`config.mk`:
```
export PLATFORM = sky130hd
export DESIGN_NAME = slot_aen_gen
export DESIGN_NICKNAME = d
export VERILOG_FILES = /design/src/rtl/slot_aen_pkg.sv /design/src/rtl/slot_aen_classify.sv /design/src/rtl/slot_aen_expand.sv /design/src/rtl/slot_aen_gen.sv
export SDC_FILE = /design/constraint.sdc
export NUM_CORES = 1
export LEC_CHECK = 0
export ABC_AREA = 1
export BUFFER_PORTS_ARGS = -buffer_cell sky130_fd_sc_hd__clkbuf_2
export CORE_AREA = 4 4 41 43
export DETAILED_ROUTE_END_ITERATION = 10
export DIE_AREA = 0 0 45 47
export PLACE_DENSITY = 0.57
export SETUP_SLACK_MARGIN = 0.2
export SLEW_MARGIN = 10
export SYNTH_ARGS = -nofsm -noshare
export SYNTH_HDL_FRONTEND = slang
export SYNTH_SLANG_ARGS = --single-unit
```
`constraint.sdc`:
```
create_clock -name clk -period 1.1 [get_ports clk]
set_input_delay 0.11 -clock clk [delete_from_list [all_inputs] [get_ports clk]]
set_output_delay 0.11 -clock clk [all_outputs]
set_load 0.03 [all_outputs]
```
`src/rtl/slot_aen_pkg.sv`:
```
package slot_aen_pkg;

    // Classification of the cycle presented on the bus
    typedef enum logic [1:0] {
        KIND_NONE  = 2'd0,
        KIND_BCAST = 2'd1,
        KIND_SLOT  = 2'd2,
        KIND_BOARD = 2'd3
    } cyc_kind_e;

    localparam int unsigned SLOT_NUM_W = 4;
    localparam int unsigned SLOT_LSB   = 12;
    localparam int unsigned SEL_LSB    = 8;

endpackage

```
`src/rtl/slot_aen_classify.sv`:
```
module slot_aen_classify
    import slot_aen_pkg::*;
#(
    parameter int unsigned ADDR_W = 16
) (
    input  logic [ADDR_W-1:0]     addr_i,
    input  logic                  io_i,
    input  logic                  valid_i,
    input  logic                  dma_i,
    output cyc_kind_e             kind_o,
    output logic [SLOT_NUM_W-1:0] slot_o
);

    logic       qualified;
    logic [1:0] sel_bits;

    assign sel_bits  = addr_i[SEL_LSB+1:SEL_LSB];
    assign qualified = valid_i & io_i & ~dma_i;
    assign slot_o    = addr_i[SLOT_LSB+SLOT_NUM_W-1:SLOT_LSB];

    always_comb begin
        kind_o = KIND_NONE;
        if (qualified) begin
            if (sel_bits != 2'b00) begin
                kind_o = KIND_BCAST;
            end else if (slot_o == '0) begin
                kind_o = KIND_BOARD;
            end else begin
                kind_o = KIND_SLOT;
            end
        end
    end

endmodule

```
`src/rtl/slot_aen_expand.sv`:
```
module slot_aen_expand
    import slot_aen_pkg::*;
#(
    parameter int unsigned NSLOTS = 8
) (
    input  cyc_kind_e             kind_i,
    input  logic [SLOT_NUM_W-1:0] slot_i,
    output logic [NSLOTS-1:0]     en_o
);

    for (genvar g = 0; g < NSLOTS; g++) begin : g_slot
        localparam logic [SLOT_NUM_W-1:0] MY_NUM = SLOT_NUM_W'(g + 1);
        assign en_o[g] = (kind_i == KIND_BCAST) ||
                         ((kind_i == KIND_SLOT) && (slot_i == MY_NUM));
    end

endmodule

```
`src/rtl/slot_aen_gen.sv`:
```
module slot_aen_gen
    import slot_aen_pkg::*;
#(
    parameter int unsigned ADDR_W = 16,
    parameter int unsigned NSLOTS = 8
) (
    input  logic              clk,
    input  logic              rst,
    input  logic [ADDR_W-1:0] bus_addr,
    input  logic              io_cycle,
    input  logic              cyc_valid,
    input  logic              dma_busy,
    output logic [NSLOTS-1:0] slot_en,
    output logic              board_sel
);

    localparam int unsigned MAX_SLOTS = (1 << SLOT_NUM_W) - 1;

    typedef struct packed {
        logic [NSLOTS-1:0] en;
        logic              board;
    } aen_state_t;

    cyc_kind_e             kind;
    logic [SLOT_NUM_W-1:0] slot_num;
    logic [NSLOTS-1:0]     en_vec;
    aen_state_t            state_d;
    aen_state_t            state_q;

    initial begin
        if (NSLOTS < 1 || NSLOTS > MAX_SLOTS) begin
            $error("slot_aen_gen: NSLOTS out of range");
        end
    end

    slot_aen_classify #(
        .ADDR_W (ADDR_W)
    ) u_classify (
        .addr_i  (bus_addr),
        .io_i    (io_cycle),
        .valid_i (cyc_valid),
        .dma_i   (dma_busy),
        .kind_o  (kind),
        .slot_o  (slot_num)
    );

    slot_aen_expand #(
        .NSLOTS (NSLOTS)
    ) u_expand (
        .kind_i (kind),
        .slot_i (slot_num),
        .en_o   (en_vec)
    );

    always_comb begin
        state_d.en    = en_vec;
        state_d.board = (kind == KIND_BOARD);
    end

    always_ff @(posedge clk) begin
        if (rst) begin
            state_q <= '0;
        end else begin
            state_q <= state_d;
        end
    end

    assign slot_en   = state_q.en;
    assign board_sel = state_q.board;

endmodule

```
# ---- After elaboration in Yosys (flattened, before gate mapping)
# Index checks and enable logic that the tools add are counted.
dict set report totals {
  out_inout_bits 9
  regBits 9
}
dict set report op_classes {
  n_bitwise 3
  muxes 3
  n_eq_ne 11
  reduce_logical 18
}
# operator count
set op_table {}
lappend op_table {{$eq 4x3->1 const B} 4}
lappend op_table {{$eq 4x2->1 const B} 2}
lappend op_table {{$logic_and 1x1->1} 8}
lappend op_table {{$logic_or 1x1->1} 8}
lappend op_table {{$eq 2x2->1 const B} 2}
lappend op_table {{$eq 4x1->1 const B} 1}
lappend op_table {{$eq 4x4->1 const B} 1}
lappend op_table {{$logic_not 4->1} 1}
lappend op_table {{$mux 2} 2}
lappend op_table {{$and 1x1->1} 2}
lappend op_table {{$eq 2x1->1 const B} 1}
lappend op_table {{$reduce_bool 2->1} 1}
lappend op_table {{$mux 1} 1}
lappend op_table {{$not 1->1} 1}

# ---- Logic depth before layout (Yosys ltp)
# Gate-level depths: netlist of the first run.
dict set report logic_depth {
  depth_word 7
  ltp_mapped 5
  mapped_depth_nobuf 5
}

# ---- Cells and area by module
# From an unflattened synthesis of the first run, not the netlist that was laid out.
dict set report unflattened {
  hier_cells 71
  area_unflattened_um2 471.7
}
# mod n_inst seq_area_each_um2 cells_each area_each_um2
set by_module_without_submodules {}
lappend by_module_without_submodules {slot_aen_gen 1 180.2 28 259.0}
lappend by_module_without_submodules {slot_aen_expand 1 0.0 31 141.4}
lappend by_module_without_submodules {slot_aen_classify 1 0.0 12 71.3}

# ---- Least setup slack after synthesis of the first run
# Ideal clock, no wire load.
dict set report synth_timing {
  path_kind {input -> register}
  startpoint {input cyc_valid}
  endpoint {register state_q, in the netlist slot_en[2]}
  slack_ps 465
  setup_time_ps 56
  path_stages 5
  required_time_ps 1044
  arrival_time_ps 579
  cell_sequence {nand2_1 nor2_4 nand2_4 o21bai_1 inv_1}
}
dict set report synth_between {
  elab_chain_cells 6
  elab_cells_between_ends 7
  cone_classes {2 x eq/ne; 1 x mux; 2 x bitwise; 2 x reduce/logical}
}
# item line
set synth_rtl {}
lappend synth_rtl {{from (decl)} slot_aen_gen.sv:11} ;# input logic cyc_valid,
lappend synth_rtl {{$and 1x1->1 * (2 in series)} slot_aen_classify.sv:18} ;# assign qualified = valid_i & io_i & ~dma_i;
lappend synth_rtl {{$mux 2 *} slot_aen_classify.sv:23} ;# if (qualified) begin
lappend synth_rtl {{$eq 2x2->1} slot_aen_expand.sv:14} ;# ((kind_i == KIND_SLOT) && (slot_i == MY_NUM));
lappend synth_rtl {{$logic_and 1x1->1} slot_aen_expand.sv:14}
lappend synth_rtl {{$logic_or 1x1->1 *} slot_aen_expand.sv:13} ;# assign en_o[g] = (kind_i == KIND_BCAST) ||
lappend synth_rtl {{to (signal assigned)} slot_aen_gen.sv:64} ;# state_q <= state_d;
lappend synth_rtl {{to (decl)} slot_aen_gen.sv:28} ;# aen_state_t state_q;
# Mark *: on every way between the ends. The rest lies on a longest branch, timed or not.
# A chain may end at the register's enable or synchronous reset.

# ---- Worst setup path in the final report of the first run
dict set report layout_timing {
  startpoint {register state_q, in the netlist slot_en[1]}
  endpoint {output slot_en[1]}
}
# item line
set layout_rtl {}
lappend layout_rtl {{to (decl)} slot_aen_gen.sv:13} ;# output logic [NSLOTS-1:0] slot_en,
# No word-level cell between the ends.

==> results of run 1 <==
-- cell families after synthesis --
family / share of synthesized area, %
buffers and inverters: 6.02
AND/OR/NAND/NOR: 34.4
AO/OA/AOI/OAI: 11.4
flip-flops: 48.2
-- worst paths after layout --
path / from / to / slack, ns / cells after the start
worst max-delay path: slot_en[1]$_SDFF_PP0_ / slot_en[1] / 0.24 / 1
worst min-delay path: rst / slot_en[6]$_SDFF_PP0_ / 0.06 / 2
-- metal layers --
| layer | vias to the layer above | share of wire (%) | global-route usage [%] |
|---|---|---|---|
| met3 | 2 | 8.5 | 1.53 |
| met4 | 0 | 3.3 | 7.02 |
| met2 | 14 | 42 | 10.7 |
| li1 | 203 | - | - |
| met1 | 148 | 46 | 9.66 |
| met5 | - | 0 | 0 |
-- layout by cell type, fill, tap and decap left out, drive strengths merged --
| master | synthesis | routed |
|---|---|---|
| inv | 6 | 6 |
| nand3 | 6 | 6 |
| nor3 | 2 | 2 |
| nor2 | 8 | 8 |
| a21oi | 7 | 7 |
| clkbuf | 0 | 20 |
| buf | 0 | 3 |
| dfxtp | 9 | 9 |
| o21bai | 1 | 1 |
| nand2 | 9 | 9 |
-- registers in the layout, summed over array words and instances (netlist names) --
signal,count
board_sel,1
slot_en,8
-- area by class of cell --
| type | instances | area share (%) |
|---|---|---|
| clock buffers | 4 | 5.11 |
| inverters | 6 | 4.38 |
| multi-input cells | 33 | 33.3 |
| flip-flops and latches | 9 | 35.0 |
| well taps | 15 | 3.65 |
| repair buffers | 19 | 18.5 |
-- per-stage QoR --
stage / utilization [%] / hold slack (ns) / total power [mW]
floorplan: - / 0.179 / 0.392
global placement: 37.5 / 0.325 / 0.429
detailed placement: 37.5 / 0.318 / 0.430
CTS: 39.5 / 0.0514 / 0.670
global route: 39.5 / 0.0584 / 0.693
finish: 39.5 / 0.0576 / 0.660
-- report_power, final --
part           internal, mW  leakage (nW)  total [mW]  switching, mW
Combinational        0.0299         0.177      0.0869         0.0570
Clock                 0.139        0.0150       0.239         0.0998
Sequential            0.333        0.0730       0.335        0.00150
-- repair_timing --
item,CTS,global route
buffers inserted,0,0
gates resized for setup,0,3
setup endpoints to repair,0,3
==> impl_metrics.csv, run 1 <==
group,metric,value,unit
grt,grt_usage,7.61,%
yosys,ys_warn_count,0,
yosys,synthesis.area,374,um^2
sta,rsz0062_at_grt,"false",
cts,cts_max_path_buffers,2,
worst_hold_path,min-delay-path-class,"in -> reg",
placement,portBuffers,19,
layout,layout.nets,93,
yosys,syn_nets,69,
setup_path,startpoint_type,"flip-flop",
route,vias_per_cell,4.27,
sta,timing.final.crit_share,77.8,%
yosys,synth.avg_cell_area,7.79,um^2
sta,tightest_slew,0.217,ns
cts,cts_tree,"done",
power_and_ir_drop,peakVddDrop,0.000424,V
floorplan,num_rows,13,
layout,area_delta_synth_final,37.5,%
floorplan,start_util,28.8,%
grt,grt_max_degree,7,
sta,fin_ws,0.244,ns
placement,dpl.hpwl,631,um
layout,nFillCells,154,
sta,final.min_clock_period,0.856,ns
cts,clkTransAtPathRegs,0.06,ns
route,drc,0,
setup_path,cp_num_buf_inv,1,
yosys,yosys_register_bits,9,
layout,stdcell_area,514,um^2
job,max_cap_violations,0,
power_and_ir_drop,p_per_area,1280,nW/um^2
route,firstDrtPassIters,4,
setup_path,crit_family,"flip-flops",
yosys,yosysTopAreaCell,"dfxtp_1",
grt,antenna_found_initial,0,
yosys,synth_top_area_share,48.2,%
yosys,synth_area_leaders,"dfxtp_1, a21oi_1, nand3_1, nand2_1, inv_1",
sta,fin_setup_tns,0,ns
setup_path,crit_chain,"clkbuf_2",
setup_path,cp_data_required_time,0.99,ns
layout,regArea,180,um^2
placement,dp.cells,82,
placement,place_ws,0.270,ns
layout,fin_cells,86,
power_and_ir_drop,leakagePower,0.265,nW
setup_path,worstSetupPathType,"reg -> out",
route,via_count,367,
floorplan,dieHeight,47,um
floorplan,die_x,45,um
setup_path,crit_slowest_cell,"dfxtp_1",
yosys,synth_top_flop_cell,"dfxtp_1",
setup_path,max_stage_delay,0.31,ns
yosys,synth_edf_count,0,
grt,grt_remaining_overflow,0,
layout,diodes,0,
cts,cts_buffers,3,
layout,multi_input_area,171,um^2
cts,clock-sinks,9,
placement,gp_congestion,0.808,
sta,timing.fmax,1170,MHz
sta,setup_viol,0,
grt,grt_pass1_vias,323,
setup_path,crit_fanout,1,
yosys,postSynthCellCount,48,
route,ant_nets,0,
cts,h-tree-depth,1,
floorplan,core-area,1300,um^2
yosys,async_reset_ff_share,0,%
route,wire_per_inst,8.22,um
grt,grt_pass1_wl,1150,um
sta,hold_viol_final,0,
layout,layout-drive-gt1-share,38.0,%
route,routed_wl,707,um
setup_path,worst_ep_arrival_time,0.75,ns
sta,slew_headroom,85.5,%
yosys,yosysSeqAreaShare,48.2,%
yosys,synth_commonest_cells,"dfxtp_1, a21oi_1, nand2_1",
placement,place_area,488,um^2
cts,ctsHoldBuffers,0,
run_status,status,"complete, no violations",
cts,cts-root-buf,"clkbuf_4",
sta,finalMaxSlewViolations,0,
route,drtIter0Drc,5,
yosys,synth_most_common_cell,"dfxtp_1",
floorplan,ios,30,
yosys,synth_cell_type_count,13,
setup_path,crit_path_end_kind,"output pin",
floorplan,die_area,2120,um^2
(Power assumes the default switching activity.)
==> run 2: changes to the inputs <==
==> constraint.sdc (replaced) <==
create_clock -name clk -period 0.8 [get_ports clk]
set_input_delay 0.08 -clock clk [delete_from_list [all_inputs] [get_ports clk]]
set_output_delay 0.08 -clock clk [all_outputs]
set_load 0.03 [all_outputs]
==> run 2 against run 1 <==
Against the previous run: die area stayed put; global-route usage is 0.63 points higher; via count is 3.8% higher; worst setup slack worse by 0.23 ns; core utilization is 9.9 points higher; hold slack worse by 0.042 ns; sequential share of layout area is 5.3 points lower; critical path depth stayed put; wire length is 5.8% higher; flip-flop and latch count stayed put; total power is 46% higher; combinational power is 77% higher; largest cell class is now buffers.
==> impl_metrics.csv, run 2 (synthesis results as in run 1) <==
group,metric,value,unit
sta,whs,0.0152,ns
setup_path,worst_ep_arrival_time,0.71,ns
grt,grt_pass1_vias,342,
setup_path,cp_data_required_time,0.72,ns
sta,timing.final.crit_share,98.2,%
layout,layout.nets,95,
route,drc,0,
sta,timing.fmax,1270,MHz
setup_path,crit_path_end_kind,"output pin",
sta,setup_viol,0,
cts,clkTransAtPathRegs,0.06,ns
route,ant_nets,0,
setup_path,critPathLaunch,"slot_en[4]$_SDFF_PP0_",
sta,tightest_slew,0.222,ns
sta,fin_ws,0.0144,ns
sta,rsz0062_at_grt,"true",
sta,hold_viol_final,0,
power_and_ir_drop,leakagePower,0.305,nW
layout,area_delta_synth_final,71.9,%
power_and_ir_drop,power.total,964,uW
route,vias_per_cell,4.33,
grt,antenna_found_initial,0,
placement,portBuffers,19,
cts,cts_buffers,3,
cts,cts_tree,"done",
route,firstDrtPassIters,4,
sta,fin_setup_tns,0,ns
layout,nFillCells,134,
cts,cts-root-buf,"clkbuf_4",
setup_path,crit_chain,"buf_8",
sta,final.min_clock_period,0.786,ns
power_and_ir_drop,peakVddDrop,0.000619,V
grt,grt_usage,8.24,%
layout,mostFrequentLayoutCells,"clkbuf_2, dfxtp_2, buf_8",
floorplan,die_area,2120,um^2
setup_path,startpoint_type,"flip-flop",
sta,slew_headroom,85.2,%
layout,diodes,0,
floorplan,core-area,1300,um^2
route,drtIter0Drc,3,
setup_path,crit_family,"flip-flops",
layout,layout-drive-gt1-share,53.4,%
setup_path,crit_fanout,1,
setup_path,crit_slowest_cell,"dfxtp_2",
floorplan,dieHeight,47,um
sta,finalMaxSlewViolations,0,
floorplan,start_util,28.8,%
floorplan,die_x,45,um
grt,grt_remaining_overflow,0,
grt,grt_max_degree,7,
placement,dpl.hpwl,632,um
layout,final_common_cell,"clkbuf_2",
floorplan,num_rows,13,
setup_path,worstSetupPathType,"reg -> out",
placement,gp_congestion,0.746,
route,via_count,381,
cts,h-tree-depth,1,
floorplan,ios,30,
run_status,status,"complete, no violations",
grt,grt_pass1_wl,1230,um
route,wire_per_inst,8.50,um
layout,largest_register_ffs,8,
cts,cts_max_path_buffers,2,
route,routed_wl,748,um
setup_path,cp_num_buf_inv,1,
worst_hold_path,hp-start,"rst",
job,max_cap_violations,0,
power_and_ir_drop,p_per_area,1500,nW/um^2
setup_path,max_stage_delay,0.32,ns
worst_hold_path,min-delay-path-class,"in -> reg",
cts,clock-sinks,9,
placement,place_ws,0.00350,ns
## run 2: cell types whose count changed in the layout (fill, tap and decap cells not counted), moves of 2 or more
cell / before / now
buf_8: 0 / 9
dfxtp_1: 9 / 0
dfxtp_2: 0 / 9
clkbuf_2: 16 / 10
buf_2: 3 / 0
buf_4: 0 / 2
## run 2: layer usage
metal	global-route usage, %	part of all wire (%)	up-vias
met5	0	0	-
met4	8.77	0	0
met3	1.15	8.2	0
met2	12.1	48	15
met1	9.86	43	159
li1	-	-	207
## run 2: layout make-up
cell class	count	area, um^2	area share, %
Timing Repair Buffer	21	200	31.1
Sequential cell	9	191	29.8
Multi-Input combinational cell	33	184	28.6
Clock buffer	4	26.3	4.09
Inverter	6	22.5	3.50
Tap cell	15	18.8	2.92
## run 2: report_power, final
| group | leakage, nW | total, mW | switching [mW] | internal (mW) |
|---|---|---|---|---|
| sequential | 0.0773 | 0.466 | 0.00599 | 0.460 |
| clock | 0.0150 | 0.344 | 0.152 | 0.192 |
| combinational | 0.213 | 0.154 | 0.0846 | 0.0693 |
| total | 0.305 | 0.964 | 0.243 | 0.721 |
## run 2: stage by stage
| step | instances | cell area [um^2] | utilization, % |
|---|---|---|---|
| floorplan | 48 | 387 | - |
| global placement | 84 | 515 | 39.6 |
| detailed placement | 84 | 515 | 39.6 |
| CTS | 88 | 629 | 48.4 |
| global route | 88 | 643 | 49.4 |
| finish | 88 | 643 | 49.4 |
## run 2: worst paths after layout
check | to | slack (ns) | cells past startpoint
worst max-delay path | slot_en[4] | 0.01 | 1
worst min-delay path | slot_en[5]$_SDFF_PP0_ | 0.02 | 2
## run 2: what timing repair did
action	CTS	global route
setup endpoints to repair	9	9
cloned	0	0
hold buffers	0	0
gates resized for setup	25	11
setup buffers	0	0
==> run 3: changes to the inputs <==
==> constraint.sdc (replaced) <==
create_clock -name clk -period 1 [get_ports clk]
set_input_delay 0.1 -clock clk [delete_from_list [all_inputs] [get_ports clk]]
set_output_delay 0.1 -clock clk [all_outputs]
set_load 0.03 [all_outputs]
==> run 3 against run 2 <==
Against the previous run: worst setup slack improved by 0.17 ns; count of clock-buffer cells in the layout fell by 1; critical path depth did not move; non-clock buffer count fell by 1; global-route usage fell by 0.25 points; clock power fell by 19%; sequential power fell by 20%; first-iteration DRC count did not move; sequential share of layout area rose by 0.89 points; total power fell by 20%; hold slack improved by 0.022 ns; die area did not move; critical endpoint is now slot_en[7].
==> impl_metrics.csv, run 3 (synthesis results as in run 1) <==
group,metric,value,unit
run_status,status,"complete, no violations",
layout,final_util,48.0,%
setup_path,startpoint_type,"flip-flop",
layout,layout-drive-gt1-share,52.8,%
route,drc,0,
setup_path,worstSetupPathType,"reg -> out",
layout,nFillCells,147,
floorplan,ios,30,
cts,clock-sinks,9,
setup_path,cp_num_buf_inv,1,
sta,timing.final.crit_share,81.3,%
setup_path,crit_chain,"buf_8",
route,routed_wl,768,um
cts,cts_buffers,3,
route,firstDrtPassIters,2,
power_and_ir_drop,leakagePower,0.298,nW
grt,grt_pass1_wl,1140,um
setup_path,crit_path_end_kind,"output pin",
setup_path,worst_ep_arrival_time,0.71,ns
worst_hold_path,hp-start,"rst",
grt,grt_pass1_vias,302,
floorplan,die_x,45,um
layout,area_delta_synth_final,66.9,%
layout,mostFrequentLayoutCells,"clkbuf_2, dfxtp_2, buf_8",
layout,multi_input_area,171,um^2
placement,gp_congestion,0.793,
power_and_ir_drop,peakVddDrop,0.000511,V
cts,clkTransAtPathRegs,0.06,ns
cts,cts_max_path_buffers,2,
sta,tightest_slew,0.214,ns
layout,final_common_cell,"clkbuf_2",
route,via_count,376,
floorplan,dieHeight,47,um
sta,rsz0062_at_grt,"true",
cts,cts-root-buf,"clkbuf_4",
setup_path,crit_slowest_cell,"dfxtp_2",
sta,slew_headroom,85.7,%
floorplan,core-area,1300,um^2
placement,portBuffers,19,
job,max_cap_violations,0,
setup_path,max_stage_delay,0.32,ns
power_and_ir_drop,power.total,768,uW
power_and_ir_drop,p_per_area,1230,nW/um^2
sta,timing.fmax,1230,MHz
cts,h-tree-depth,1,
floorplan,num_rows,13,
route,ant_nets,0,
route,wire_per_inst,8.83,um
route,vias_per_cell,4.32,
sta,final.min_clock_period,0.813,ns
sta,hold_viol_final,0,
layout,largest_register_ffs,8,
sta,setup_viol,0,
placement,dpl.hpwl,637,um
grt,grt_remaining_overflow,0,
sta,fin_setup_tns,0,ns
worst_hold_path,holdPathEnd,"slot_en[5]$_SDFF_PP0_",
cts,cts_tree,"done",
layout,diodes,0,
layout,regArea,191,um^2
setup_path,crit_family,"flip-flops",
cts,ctsHoldBuffers,0,
floorplan,start_util,28.8,%
route,drtIter0Drc,3,
sta,whs,0.0370,ns
sta,finalMaxSlewViolations,0,
worst_hold_path,min_path_cells,2,
grt,antenna_found_initial,0,
worst_hold_path,min-delay-path-class,"in -> reg",
setup_path,cp_data_required_time,0.90,ns
layout,layout.nets,94,
floorplan,die_area,2120,um^2
grt,grt_usage,7.99,%
grt,grt_max_degree,7,
setup_path,crit_fanout,1,
==> run 3: layer usage <==
layer / vias up / global-route usage (%) / wire [um]
li1: 204 / - / -
met5: - / 0 / 0
met1: 152 / 8.90 / 329
met3: 4 / 1.15 / 60
met4: 0 / 10.5 / 31
met2: 16 / 11.6 / 346
==> run 3: metrics by stage <==
| step | setup slack, ns | instance area (um^2) | cells |
|---|---|---|---|
| global route | 0.159 | 624 | 87 |
| finish | 0.187 | 624 | 87 |
| CTS | 0.159 | 611 | 87 |
| detailed placement | 0.188 | 495 | 83 |
| floorplan | 0.375 | 374 | 48 |
| global placement | 0.192 | 495 | 83 |
==> run 3: power by group <==
part           internal (mW)  switching (mW)  total, mW  leakage, nW
sequential             0.368         0.00469      0.373       0.0773
clock                  0.148           0.133      0.280       0.0177
combinational         0.0505          0.0643      0.115        0.203
total                  0.566           0.202      0.768        0.298
==> run 3: area by class of cell <==
type | instances | area share, %
clock inverters | 1 | 0.802
well taps | 15 | 3.01
clock buffers | 3 | 3.61
inverters | 6 | 3.61
repair buffers | 20 | 30.9
flip-flops and latches | 9 | 30.7
multi-input cells | 33 | 27.5
==> run 3: how the worst max path moves through the flow <==
| stage | cells past startpoint | end | slack [ns] | from |
|---|---|---|---|---|
| 2_1_floorplan | 5 | slot_en[2]$_SDFF_PP0_ | 0.37 | cyc_valid |
| 3_3_place_gp | 5 | slot_en[4]$_SDFF_PP0_ | 0.19 | bus_addr[12] |
| 3_5_place_dp | 5 | slot_en[4]$_SDFF_PP0_ | 0.19 | bus_addr[12] |
| 4_1_cts | 1 | board_sel | 0.16 | board_sel$_SDFF_PP0_ |
| 5_1_grt | 1 | slot_en[2] | 0.16 | slot_en[2]$_SDFF_PP0_ |
| 6_report | 1 | slot_en[7] | 0.19 | slot_en[7]$_SDFF_PP0_ |
==> run 3: what timing repair did <==
item                                    in CTS  in global routing
endpoints found under the setup margin       9                  9
buffers inserted                             0                  0
pin swaps                                    0                  0
resized for setup                           25                 11
